==> src/rtl/interval_timer_channel.sv <==
module interval_timer_channel #(
  parameter int CHAN_ID  = 0,
  parameter int CNT_W    = 16,
  parameter int STAT_BIT = 5
) (
  input  logic             clk,
  input  logic             rst_n,
  input  logic             tick,
  input  logic             ctl_we,
  input  logic             data_we,
  input  logic             data_re,
  input  logic [7:0]       wdata,
  output logic [7:0]       rdata,
  output logic             out,
  output logic [7:0]       status_byte,
  output logic             cfg_err
);
  localparam int BYTE_W = CNT_W / 2;
  localparam logic [2:0] M_TC   = 3'd0;
  localparam logic [2:0] M_RATE = 3'd2;
  localparam logic [2:0] M_SQ   = 3'd3;
  localparam logic [CNT_W-1:0] ONE = CNT_W'(1);
  localparam logic [CNT_W-1:0] TWO = CNT_W'(2);

  logic [CNT_W-1:0] count, period, snap, cnt_nxt, src, full;
  logic [2:0]       mode_q;
  logic             out_q, running, latched, rd_hi, wr_hi;
  logic             out_nxt, run_nxt;

  wire [1:0] c_sel  = wdata[7:6];
  wire [1:0] c_rw   = wdata[5:4];
  wire [2:0] c_mode = wdata[3:1];
  wire       c_bcd  = wdata[0];

  wire ctl_hit   = ctl_we && (c_sel == CHAN_ID[1:0]);
  wire ctl_rb    = ctl_we && (c_sel == 2'd3);
  wire ctl_latch = ctl_hit && (c_rw == 2'd0);
  wire mode_ok   = (c_mode == M_TC) || (c_mode == M_RATE) || (c_mode == M_SQ);
  wire ctl_set   = ctl_hit && (c_rw == 2'd3) && mode_ok && !c_bcd;
  wire ctl_bad   = ctl_rb || (ctl_hit && (c_rw != 2'd0) && !ctl_set);

  assign full = {wdata, count[BYTE_W-1:0]};

  always_comb begin
    cnt_nxt = count;
    out_nxt = out_q;
    run_nxt = running;
    if (tick && running) begin
      case (mode_q)
        M_RATE: begin
          if (count == ONE) begin
            cnt_nxt = period;
            out_nxt = 1'b1;
          end else begin
            cnt_nxt = count - ONE;
            out_nxt = (count != TWO);
          end
        end
        M_SQ: begin
          if (count <= TWO) begin
            cnt_nxt = period;
            out_nxt = !out_q;
          end else begin
            cnt_nxt = count - TWO;
          end
        end
        default: begin
          if (count == ONE) begin
            cnt_nxt = '0;
            out_nxt = 1'b1;
            run_nxt = 1'b0;
          end else begin
            cnt_nxt = count - ONE;
          end
        end
      endcase
    end
    if (data_we) begin
      if (!wr_hi) begin
        cnt_nxt = {count[CNT_W-1:BYTE_W], wdata};
        run_nxt = 1'b0;
        out_nxt = 1'b0;
      end else begin
        cnt_nxt = full;
        run_nxt = (full != '0);
        out_nxt = (full != '0) && (mode_q != M_TC);
      end
    end
  end

  always_ff @(posedge clk) begin
    if (!rst_n) begin
      count   <= '0;
      period  <= '0;
      snap    <= '0;
      mode_q  <= M_TC;
      out_q   <= 1'b0;
      running <= 1'b0;
      latched <= 1'b0;
      rd_hi   <= 1'b0;
      wr_hi   <= 1'b0;
      cfg_err <= 1'b0;
    end else begin
      count   <= cnt_nxt;
      out_q   <= out_nxt;
      running <= run_nxt;
      if (data_we) begin
        wr_hi <= !wr_hi;
        if (wr_hi) period <= full;
      end
      if (data_re) begin
        if (rd_hi) begin
          rd_hi   <= 1'b0;
          latched <= 1'b0;
        end else begin
          rd_hi <= 1'b1;
        end
      end
      if (ctl_latch && !latched) begin
        latched <= 1'b1;
        snap    <= count;
        rd_hi   <= 1'b0;
      end
      if (ctl_set) mode_q <= c_mode;
      if (ctl_bad) cfg_err <= 1'b1;
    end
  end

  assign src         = latched ? snap : count;
  assign rdata       = rd_hi ? src[CNT_W-1:BYTE_W] : src[BYTE_W-1:0];
  assign out         = out_q;
  assign status_byte = {{(BYTE_W-1){1'b0}}, out_q} << STAT_BIT;
endmodule

==> config.mk <==
export PLATFORM = sky130hd
export DESIGN_NAME = interval_timer_channel
export DESIGN_NICKNAME = d
export VERILOG_FILES = /design/src/rtl/interval_timer_channel.sv
export SDC_FILE = /design/constraint.sdc
export NUM_CORES = 1
export LEC_CHECK = 0
export ABC_CLOCK_PERIOD_IN_PS = 3300
export BUFFER_PORTS_ARGS = -buffer_cell sky130_fd_sc_hd__buf_2
export CORE_MARGIN = 1.5
export CORE_UTILIZATION = 59
export DETAILED_ROUTE_END_ITERATION = 7
export GPL_ROUTABILITY_DRIVEN = 1
export PLACE_DENSITY = 0.82
export SYNTH_ARGS = -nofsm -noshare
export SYNTH_HDL_FRONTEND = slang
export SYNTH_SLANG_ARGS = --single-unit
==> constraint.sdc <==
create_clock -name clk -period 3.3 [get_ports clk]
set_input_delay 0.495 -clock clk [delete_from_list [all_inputs] [get_ports clk]]
set_output_delay 0.495 -clock clk [all_outputs]
set_load 0.1 [all_outputs]
# == Yosys cells after proc, flatten, opt, wreduce, memory -nomap -nowiden ==
# Index checks and enable logic that the tools add are counted.
# word_totals
register_bits,57
latch_bits,0
mem_bits_rw,0
romBits,0
in_bits,14
out_inout_bits,18
wordCells,90
mem_count,0
# op_classes
n_addsub,2
multipliers,0
n_div,0
n_lt_le_gt_ge,1
n_eq_ne,12
shift,0
mux,25
n_bitwise,1
n_reduce_logical,38
# op_table
operator,n
$mux W16,7
$pmux W16 S2,1
$eq A16 B1 Y1 const B,1
$le A16 B2 Y1 const B,1
$ne A16 B2 Y1 const B,1
$reduce_bool A16 Y1,1
$sub A16 B1 Y16 const B,1
$sub A16 B2 Y16 const B,1
$mux W1,15
$eq A3 B2 Y1 const B,4
$logic_and A1 B1 Y1,11
$reduce_bool A2 Y1,5
$mux W8,1
$reduce_and A2 Y1,4
$reduce_and A3 Y1,2
$logic_not A1 Y1,5
$eq A2 B2 Y1 const B,2
$logic_not A2 Y1,2
$ne A2 B1 Y1 const B,2
$reduce_bool A4 Y1,1
$reduce_or A2 Y1,2
$logic_not A3 Y1,1
$logic_or A1 B1 Y1,3
$ne A3 B3 Y1 const B,1
4 further kinds,4

# == Logic depth before layout (Yosys ltp) ==
# Gate-level depths: netlist of run 1.
# logic_depth
ltp_word,8
depth_mapped,10
depth_no_buf,8

# == Worst setup path after synthesis of run 1 ==
# No wires, ideal clock.
# synth_path
path_kind,register -> register
start,reg count[1]
end,reg count[13]
setup_time_ns,0.074
arrival_time_ns,2.774
required_time_ns,3.226
path_slack_ns,0.452
path_stages_with_launch,11
path_buffers,2
period_less_slack_ns,2.848
cell_sequence,dfxtp_1 clkbuf_1 inv_1 ha_1 or3b_2 buf_2 or3_4 or3_1 a211o_1 a221o_1 a31oi_1
# synth_between
elab_chain_len,5
word_cells_on_any_way,10
cone_classes,add/sub: 2; order compare: 1; eq/ne: 1; mux: 6
# synth_lines
element,line_no,rtl
from (decl),25,"logic [CNT_W-1:0] count, period, snap, cnt_nxt, src, full;"
from (signal assigned),104,count <= cnt_nxt;
"$sub A16 B1 Y16, or another cell as far along","55, 73",
$mux W16 (on tied branches),"68, 51, 60",
$pmux W16 S2 *,49,case (mode_q)
$mux W16 *,48,if (tick && running) begin
$mux W16 *,78,if (data_we) begin
# Mark *: on every way between the ends. The rest lies on a longest branch, timed or not. The select of a mux whose other input is x is not followed.
# A chain may end at the register's enable or synchronous reset.

# == Worst setup path after layout of run 1 ==
# layout_path
start,reg count[2]
end,reg count[13]
# The elaborated chain is that of the path after synthesis.

==> metrics.txt, run 1 <==
# TYPE chip_impl_metric gauge
chip_impl_metric{name="port_buffers",unit=""} 24
chip_impl_info{name="path_class",value="flop to flop"} 1
chip_impl_info{name="ys_dominant_reg_cell",value="sky130_fd_sc_hd__dfxtp_1"} 1
chip_impl_info{name="ordered_list_of_cells_on_the_worst_path",value="inv_1 > ha_1 > or3b_2 > or3_4 > or3_1 > a211o_1 > a221o_1 > a31oi_1"} 1
chip_impl_metric{name="cp.required",unit="ns"} 3.57
chip_impl_metric{name="drt-vias-per-instance",unit=""} 6.70
chip_impl_metric{name="synth_edf_count",unit=""} 0
chip_impl_metric{name="nets",unit=""} 476
chip_impl_metric{name="die_h",unit="µm"} 79.0
chip_impl_metric{name="post-place-ws",unit="ns"} 0.596
chip_impl_metric{name="ctsResizeCount",unit=""} 0
chip_impl_metric{name="cp_data_arrival_time",unit="ns"} 3.02
chip_impl_metric{name="register_clock_pin_slew_on_the_reported_worst_setup_and_hold_paths",unit="ns"} 0.07
chip_impl_metric{name="max_cap_violations",unit=""} 0
chip_impl_metric{name="first_global_vias",unit=""} 3268
chip_impl_metric{name="dr.pass1.iters",unit=""} 5
chip_impl_metric{name="num_io_pins",unit=""} 32
chip_impl_metric{name="avgSynthCellArea",unit="µm²"} 7.71
chip_impl_metric{name="postSynthCellCount",unit=""} 442
chip_impl_metric{name="grt.met1_usage",unit="%"} 51.2
chip_impl_metric{name="grt_start_max_net_pins",unit=""} 46
chip_impl_metric{name="dp_hpwl",unit="µm"} 7760
chip_impl_metric{name="report.final.hold_viol_count",unit=""} 0
chip_impl_metric{name="postSynthRegisterBits",unit=""} 57
chip_impl_info{name="cts_tree",value="built"} 1
chip_impl_metric{name="post-route-worst-setup-slack",unit="ns"} 0.550
chip_impl_metric{name="postCtsSetupBuffers",unit=""} 0
chip_impl_metric{name="dieWidth",unit="µm"} 79.0
chip_impl_metric{name="vdd_ir_drop_max",unit="V"} 0.000397
chip_impl_metric{name="final_min_period_over_clock_period",unit="%"} 83.3
chip_impl_metric{name="synth.lib_cells_used.distinct",unit=""} 62
chip_impl_metric{name="max_freq",unit="MHz"} 364
chip_impl_metric{name="static-leakage-power",unit="nW"} 1.39
chip_impl_metric{name="post_cts_hold_buffers",unit=""} 0
chip_impl_metric{name="area_growth",unit="%"} 11.6
chip_impl_metric{name="final-max-slew-violation-count",unit=""} 0
chip_impl_info{name="critPathSlowestCell",value="sky130_fd_sc_hd__or3b_2"} 1
chip_impl_info{name="ctsRootBufferMaster",value="sky130_fd_sc_hd__clkbuf_8"} 1
chip_impl_metric{name="cts_sinks",unit=""} 57
chip_impl_metric{name="worst_path_largest_cell_delay",unit="ns"} 0.54
chip_impl_metric{name="globalRouteOverflowTotal",unit=""} 0
chip_impl_metric{name="final_worst_path_period_need",unit="ns"} 2.75
chip_impl_metric{name="power_per_cell_area",unit="nW/µm²"} 560
chip_impl_metric{name="fin_setup_tns",unit="ns"} 0
chip_impl_info{name="hold_crit_class",value="input pin to flop"} 1
chip_impl_metric{name="antenna_left",unit=""} 0
chip_impl_metric{name="finalWirelength",unit="µm"} 11200
chip_impl_info{name="result_of_the_run",value="finished, final reports clean"} 1
chip_impl_info{name="grt_setup_unrepaired",value="no"} 1
chip_impl_metric{name="initial_utilization",unit="%"} 61.5
chip_impl_metric{name="mappedNetlistArea",unit="µm²"} 3410
chip_impl_metric{name="globalRouteMet2Util",unit="%"} 59.9
chip_impl_metric{name="row_count",unit=""} 27
chip_impl_metric{name="gp_congestion",unit=""} 0.996
chip_impl_metric{name="floorplan.die_area",unit="µm²"} 6240
chip_impl_metric{name="final_core_utilization",unit="%"} 68.6
chip_impl_info{name="critPathCaptureType",value="flop"} 1
chip_impl_metric{name="groute.usage.overall",unit="%"} 38.2
chip_impl_metric{name="synth_async_sr_flop_share",unit="%"} 0
chip_impl_metric{name="post_drt_wl_per_cell",unit="µm"} 21.0
chip_impl_info{name="busiest_grt_layer",value="met2"} 1
chip_impl_metric{name="final_layout_size_suffix_gt1_share",unit="%"} 15.6
chip_impl_metric{name="h-tree-depth",unit=""} 3
chip_impl_metric{name="cp_max_fanout",unit=""} 9
chip_impl_metric{name="grt.met3_usage",unit="%"} 9.43
chip_impl_metric{name="drt_first_iter_violations",unit=""} 442
chip_impl_metric{name="synth.yosys.seq_area_share",unit="%"} 33.5
chip_impl_metric{name="synth-warning-count",unit=""} 0
chip_impl_metric{name="cts_inserted_buffers",unit=""} 9
chip_impl_metric{name="tightestPinTransition",unit="ns"} 0.791
chip_impl_metric{name="antenna_cells",unit=""} 0
chip_impl_metric{name="setup_violations",unit=""} 0
chip_impl_metric{name="via_count",unit=""} 3572
chip_impl_metric{name="clock_insertion_delay_worst_skew",unit="ns"} 0.34
chip_impl_info{name="critical_path_launch_point_type",value="flop"} 1
chip_impl_metric{name="clock_tree.buffer_depth",unit=""} 2
chip_impl_metric{name="detail_route.drc_violations",unit=""} 0
chip_impl_metric{name="grt_pass1_wl",unit="µm"} 17700
chip_impl_metric{name="antenna_found_initial",unit=""} 0
chip_impl_metric{name="core_ar",unit="µm²"} 5540
chip_impl_metric{name="fin_worst_skew",unit="ns"} 0.00928
chip_impl_metric{name="slew_headroom",unit="%"} 46.8
power by group:
part           total [mW]  leakage (nW)  switching (mW)  internal, mW
Clock               0.843         0.127           0.298         0.545
Combinational       0.524         0.804           0.362         0.162
Sequential          0.764         0.464          0.0488         0.715
kinds of logic after synthesis:
| kind of cell | synth area share, % |
|---|---|
| simple gates | 23.4 |
| compound gates | 25.8 |
| flops | 33.5 |
| buf+inv | 7.23 |
| mux | 6.17 |
| fa+ha+maj | 2.20 |
| xor+xnor | 1.54 |
| other cells | 0.110 |
cell usage in the layout (no fill, tap or decap), types with 3 or more instances in the layout:
cell	n
sky130_fd_sc_hd__nand2_1	83
sky130_fd_sc_hd__dfxtp_1	57
sky130_fd_sc_hd__a21oi_1	52
sky130_fd_sc_hd__nor2_1	30
sky130_fd_sc_hd__o21ai_0	29
sky130_fd_sc_hd__buf_2	24
sky130_fd_sc_hd__buf_4	16
sky130_fd_sc_hd__nand3_1	11
sky130_fd_sc_hd__clkbuf_8	11
sky130_fd_sc_hd__inv_1	8
sky130_fd_sc_hd__mux4_2	8
sky130_fd_sc_hd__nor3_1	8
sky130_fd_sc_hd__conb_1	7
sky130_fd_sc_hd__nor4_1	6
sky130_fd_sc_hd__a211oi_1	6
sky130_fd_sc_hd__nand4_1	6
sky130_fd_sc_hd__a31oi_1	6
sky130_fd_sc_hd__ha_1	6
sky130_fd_sc_hd__o221ai_1	5
sky130_fd_sc_hd__or3_1	4
sky130_fd_sc_hd__xnor2_1	4
sky130_fd_sc_hd__o211ai_1	4
sky130_fd_sc_hd__nand2b_1	3
sky130_fd_sc_hd__a21o_1	3
sky130_fd_sc_hd__a221o_1	3
sky130_fd_sc_hd__a32oi_1	3
sky130_fd_sc_hd__a22o_1	3
sky130_fd_sc_hd__o22ai_1	3
sky130_fd_sc_hd__mux2i_1	3
sky130_fd_sc_hd__bufinv_16	3
registers in the layout, summed over array words and instances (netlist names):
register / cells
running: 1
rd_hi: 1
cfg_err: 1
out: 1
mode_q: 3
period: 16
count: 16
snap: 16
latched: 1
wr_hi: 1
worst max-delay path, delay by kind of cell (launching register included):
kind                       cells  cell delay, ns
AOI/OAI and AO/OA              3            0.73
DFF                            1            0.39
buffers and inverters          1            0.12
and+or+nand+nor                3            1.26
adders and majority gates      1            0.17
layer usage:
metal	vias to the layer above	share of wire, %	routed length (µm)
met5	-	0	0
met1	1702	41	4570
met2	220	46	5100
met4	0	3.3	366
met3	29	10	1150
li1	1621	-	-
worst paths after layout:
path / startpoint / to / depth (start not counted) / slack (ns)
max: count[2] / count[13] / 8 / 0.55
min reg2reg: snap[6] / snap[6] / 2 / 0.45
max reg2reg: count[2] / count[13] / 8 / 0.55
min: wdata[1] / period[9] / 3 / 0.44
synth_stat cells (4+ instances only):
cell                        n  area share, %
sky130_fd_sc_hd__nor2_1    30            3.3
sky130_fd_sc_hd__a31oi_1    6            1.1
sky130_fd_sc_hd__nand3_1   11            1.6
sky130_fd_sc_hd__o21ai_0   29            4.3
sky130_fd_sc_hd__clkbuf_1  29            3.2
sky130_fd_sc_hd__mux4_2     8            5.3
sky130_fd_sc_hd__buf_4      9            2.0
sky130_fd_sc_hd__dfxtp_1   57             33
sky130_fd_sc_hd__o221ai_1   5            1.3
sky130_fd_sc_hd__nand2_1   83            9.1
sky130_fd_sc_hd__ha_1       6            2.2
sky130_fd_sc_hd__nor3_1     8            1.2
sky130_fd_sc_hd__or3_1      4           0.73
sky130_fd_sc_hd__xnor2_1    4            1.0
sky130_fd_sc_hd__nand4_1    6            1.1
sky130_fd_sc_hd__nor4_1     6            1.1
sky130_fd_sc_hd__a211oi_1   6            1.3
sky130_fd_sc_hd__o211ai_1   4           0.88
sky130_fd_sc_hd__inv_1      8           0.88
sky130_fd_sc_hd__a21oi_1   52            7.6
stage by stage:
step                area (µm²)  total power [mW]  std cells  hold WS [ns]
finish                    3800              2.13        533         0.443
floorplan                 3430              1.17        448         0.433
CTS                       3800              2.12        533         0.436
detailed placement        3550              1.29        517         0.445
global placement          3550              1.29        517         0.440
global route              3800              2.20        533         0.450
area by class of cell:
type                    count  area (µm²)
inverters                   9        33.8
repair buffers             40         240
well taps                  72        90.1
clock inverters             4        98.8
clock buffers              12         155
fillers                   483        1740
flip-flops and latches     57        1140
multi-input cells         339        2040
No activity file was read; power rests on OpenSTA's default activity.
==> inputs of run 2 (changes only) <==
- ABC_CLOCK_PERIOD_IN_PS: 3300 -> 2450
- CORE_UTILIZATION: 59 -> 54
- PLACE_DENSITY: 0.82 -> 0.8
- clock period: 3.3 -> 2.45 ns (I/O delays scaled with it)
==> metrics.txt, run 2 (same netlist as run 1, synthesis figures left out) <==
# TYPE chip_impl_metric gauge
chip_impl_metric{name="via_count",unit=""} 3676
chip_impl_metric{name="final_layout_size_suffix_gt1_share",unit="%"} 21.8
chip_impl_metric{name="cts_inserted_buffers",unit=""} 9
chip_impl_info{name="critPathCaptureType",value="flop"} 1
chip_impl_metric{name="cts_sinks",unit=""} 57
chip_impl_metric{name="die_h",unit="µm"} 82.4
chip_impl_metric{name="post_layout_nonfiller_instances",unit=""} 565
chip_impl_info{name="crit_top_cell",value="sky130_fd_sc_hd__or3_4"} 1
chip_impl_metric{name="worst_path_largest_cell_delay",unit="ns"} 0.38
chip_impl_metric{name="final.fill_count",unit=""} 530
chip_impl_metric{name="final_core_utilization",unit="%"} 67.1
chip_impl_metric{name="clock_insertion_delay_worst_skew",unit="ns"} 0.34
chip_impl_metric{name="row_count",unit=""} 28
chip_impl_metric{name="final_worst_path_period_need",unit="ns"} 2.40
chip_impl_metric{name="placedInstanceArea",unit="µm²"} 3800
chip_impl_metric{name="placed_cells_incl_taps",unit=""} 550
chip_impl_metric{name="dp_hpwl",unit="µm"} 8090
chip_impl_metric{name="antenna_left",unit=""} 0
chip_impl_metric{name="regArea",unit="µm²"} 1140
chip_impl_metric{name="final-max-slew-violation-count",unit=""} 0
chip_impl_info{name="grt_setup_unrepaired",value="no"} 1
chip_impl_metric{name="drt-vias-per-instance",unit=""} 6.51
chip_impl_metric{name="static-leakage-power",unit="nW"} 1.53
chip_impl_metric{name="final_cell_area",unit="µm²"} 4020
chip_impl_metric{name="nets",unit=""} 506
chip_impl_metric{name="antenna_found_initial",unit=""} 0
chip_impl_info{name="path_class",value="flop to flop"} 1
chip_impl_info{name="cts_tree",value="built"} 1
chip_impl_metric{name="initial_utilization",unit="%"} 56.9
chip_impl_metric{name="setup_violations",unit=""} 0
chip_impl_metric{name="area_growth",unit="%"} 18.1
chip_impl_metric{name="num_io_pins",unit=""} 32
chip_impl_metric{name="groute.usage.overall",unit="%"} 35.6
chip_impl_metric{name="tightestPinTransition",unit="ns"} 0.789
chip_impl_metric{name="vdd_ir_drop_max",unit="V"} 0.000528
chip_impl_metric{name="max_cap_violations",unit=""} 0
chip_impl_metric{name="floorplan.die_area",unit="µm²"} 6790
chip_impl_metric{name="power_per_cell_area",unit="nW/µm²"} 699
chip_impl_metric{name="h-tree-depth",unit=""} 3
chip_impl_metric{name="dieWidth",unit="µm"} 82.4
chip_impl_metric{name="cp_data_arrival_time",unit="ns"} 2.67
chip_impl_info{name="critical_path_launch_point_type",value="flop"} 1
chip_impl_metric{name="grt_pass1_wl",unit="µm"} 17500
chip_impl_metric{name="dr.pass1.iters",unit=""} 5
chip_impl_metric{name="first_global_vias",unit=""} 3211
chip_impl_metric{name="port_buffers",unit=""} 24
chip_impl_metric{name="finalWirelength",unit="µm"} 11300
chip_impl_info{name="layout_common_cells",value="83 x sky130_fd_sc_hd__nand2_1, 56 x sky130_fd_sc_hd__dfxtp_1, 52 x sky130_fd_sc_hd__a21oi_1"} 1
chip_impl_info{name="result_of_the_run",value="finished, final reports clean"} 1
chip_impl_metric{name="antenna_cells",unit=""} 0
chip_impl_info{name="layout_commonest_cell",value="sky130_fd_sc_hd__nand2_1"} 1
chip_impl_metric{name="slew_headroom",unit="%"} 47.3
chip_impl_metric{name="core_ar",unit="µm²"} 5990
chip_impl_info{name="ordered_list_of_cells_on_the_worst_path",value="inv_8 > ha_4 > or3b_4 > or3_4 > or3_4 > a211o_1 > a221o_1 > a31oi_1"} 1
chip_impl_metric{name="post_cts_hold_buffers",unit=""} 0
chip_impl_metric{name="postCtsSetupBuffers",unit=""} 0
chip_impl_metric{name="grt_start_max_net_pins",unit=""} 46
chip_impl_metric{name="register_clock_pin_slew_on_the_reported_worst_setup_and_hold_paths",unit="ns"} 0.07
chip_impl_metric{name="post_drt_wl_per_cell",unit="µm"} 20.0
chip_impl_metric{name="max_freq",unit="MHz"} 417
chip_impl_metric{name="ctsResizeCount",unit=""} 0
chip_impl_metric{name="multi_input_comb_area",unit="µm²"} 2060
chip_impl_metric{name="cp_max_fanout",unit=""} 2
chip_impl_metric{name="report.final.hold_viol_count",unit=""} 0
chip_impl_metric{name="final_min_period_over_clock_period",unit="%"} 97.8
chip_impl_metric{name="cp.required",unit="ns"} 2.72
chip_impl_info{name="hold_crit_class",value="input pin to flop"} 1
chip_impl_info{name="top_regs",value="count (16), period (16), snap (16)"} 1
chip_impl_metric{name="fin_worst_skew",unit="ns"} 0.00878
chip_impl_metric{name="gp_congestion",unit=""} 1.01
chip_impl_metric{name="globalRouteOverflowTotal",unit=""} 0
chip_impl_metric{name="drt_first_iter_violations",unit=""} 397
chip_impl_metric{name="clock_tree.buffer_depth",unit=""} 2
chip_impl_info{name="ctsRootBufferMaster",value="sky130_fd_sc_hd__clkbuf_8"} 1
chip_impl_metric{name="detail_route.drc_violations",unit=""} 0
chip_impl_metric{name="number_of_buffers_and_inverters_on_the_critical_path",unit=""} 1
chip_impl_info{name="critPathSlowestCell",value="sky130_fd_sc_hd__or3b_4"} 1
chip_impl_info{name="critical_path.top_delay_family",value="simple AND/OR/NAND/NOR gates"} 1
-- run 2: cell types whose count changed in the layout (fill, tap and decap cells not counted), sizes merged --
| cell | delta |
|---|---|
| clkinvlp | +2 |
| clkbuf | -2 |
| buf | +30 |
| bufinv | -1 |
-- run 2: worst paths after layout --
path         startpoint   endpoint  slack [ns]  cells after the start
min reg2reg     snap[3]    snap[3]        0.45                      2
min             data_re      rd_hi        0.31                      3
max            count[1]  count[13]        0.05                      8
max reg2reg    count[1]  count[13]        0.05                      8
-- run 2: worst reg2reg max path, cell delays in order, from the launching register on --
cell	delay (ns)
sky130_fd_sc_hd__dfxtp_2	0.36
sky130_fd_sc_hd__inv_8	0.06
sky130_fd_sc_hd__ha_4	0.12
sky130_fd_sc_hd__or3b_4	0.38
sky130_fd_sc_hd__or3_4	0.34
sky130_fd_sc_hd__or3_4	0.37
sky130_fd_sc_hd__a211o_1	0.23
sky130_fd_sc_hd__a221o_1	0.32
sky130_fd_sc_hd__a31oi_1	0.16
-- run 2: power breakdown --
part | internal (mW) | leakage (nW) | switching (mW) | total [mW]
sequential | 0.963 | 0.464 | 0.0327 | 0.996
clock | 0.593 | 0.104 | 0.401 | 0.993
combinational | 0.276 | 0.963 | 0.547 | 0.823
-- run 2: layout make-up --
class                           count  area share (%)
Clock buffer                       10            3.42
Clock inverter                      5            1.99
Inverter                            9            1.03
Multi-Input combinational cell    339            51.3
Sequential cell                    57            28.4
Tap cell                           75            2.33
Timing Repair Buffer               70            11.6
-- run 2: metal layers --
layer  vias to the layer above  wire length (µm)  GRT usage (%)
met5                         -                 0              0
met4                         0               221           11.2
met3                        22              1230           10.7
met2                       231              5060           53.7
met1                      1743              4760           48.6
li1                       1680                 -              -
-- run 2: stage by stage --
step	hold slack (ns)	total power, mW	TNS [ns]	worst slack [ns]
finish	0.309	2.81	0	0.0528
global placement	0.439	1.81	0	0.112
floorplan	0.433	1.59	-0.109	-0.109
CTS	0.300	2.79	0	0.0220
detailed placement	0.443	1.81	0	0.0448
global route	0.313	2.90	0	0.00544
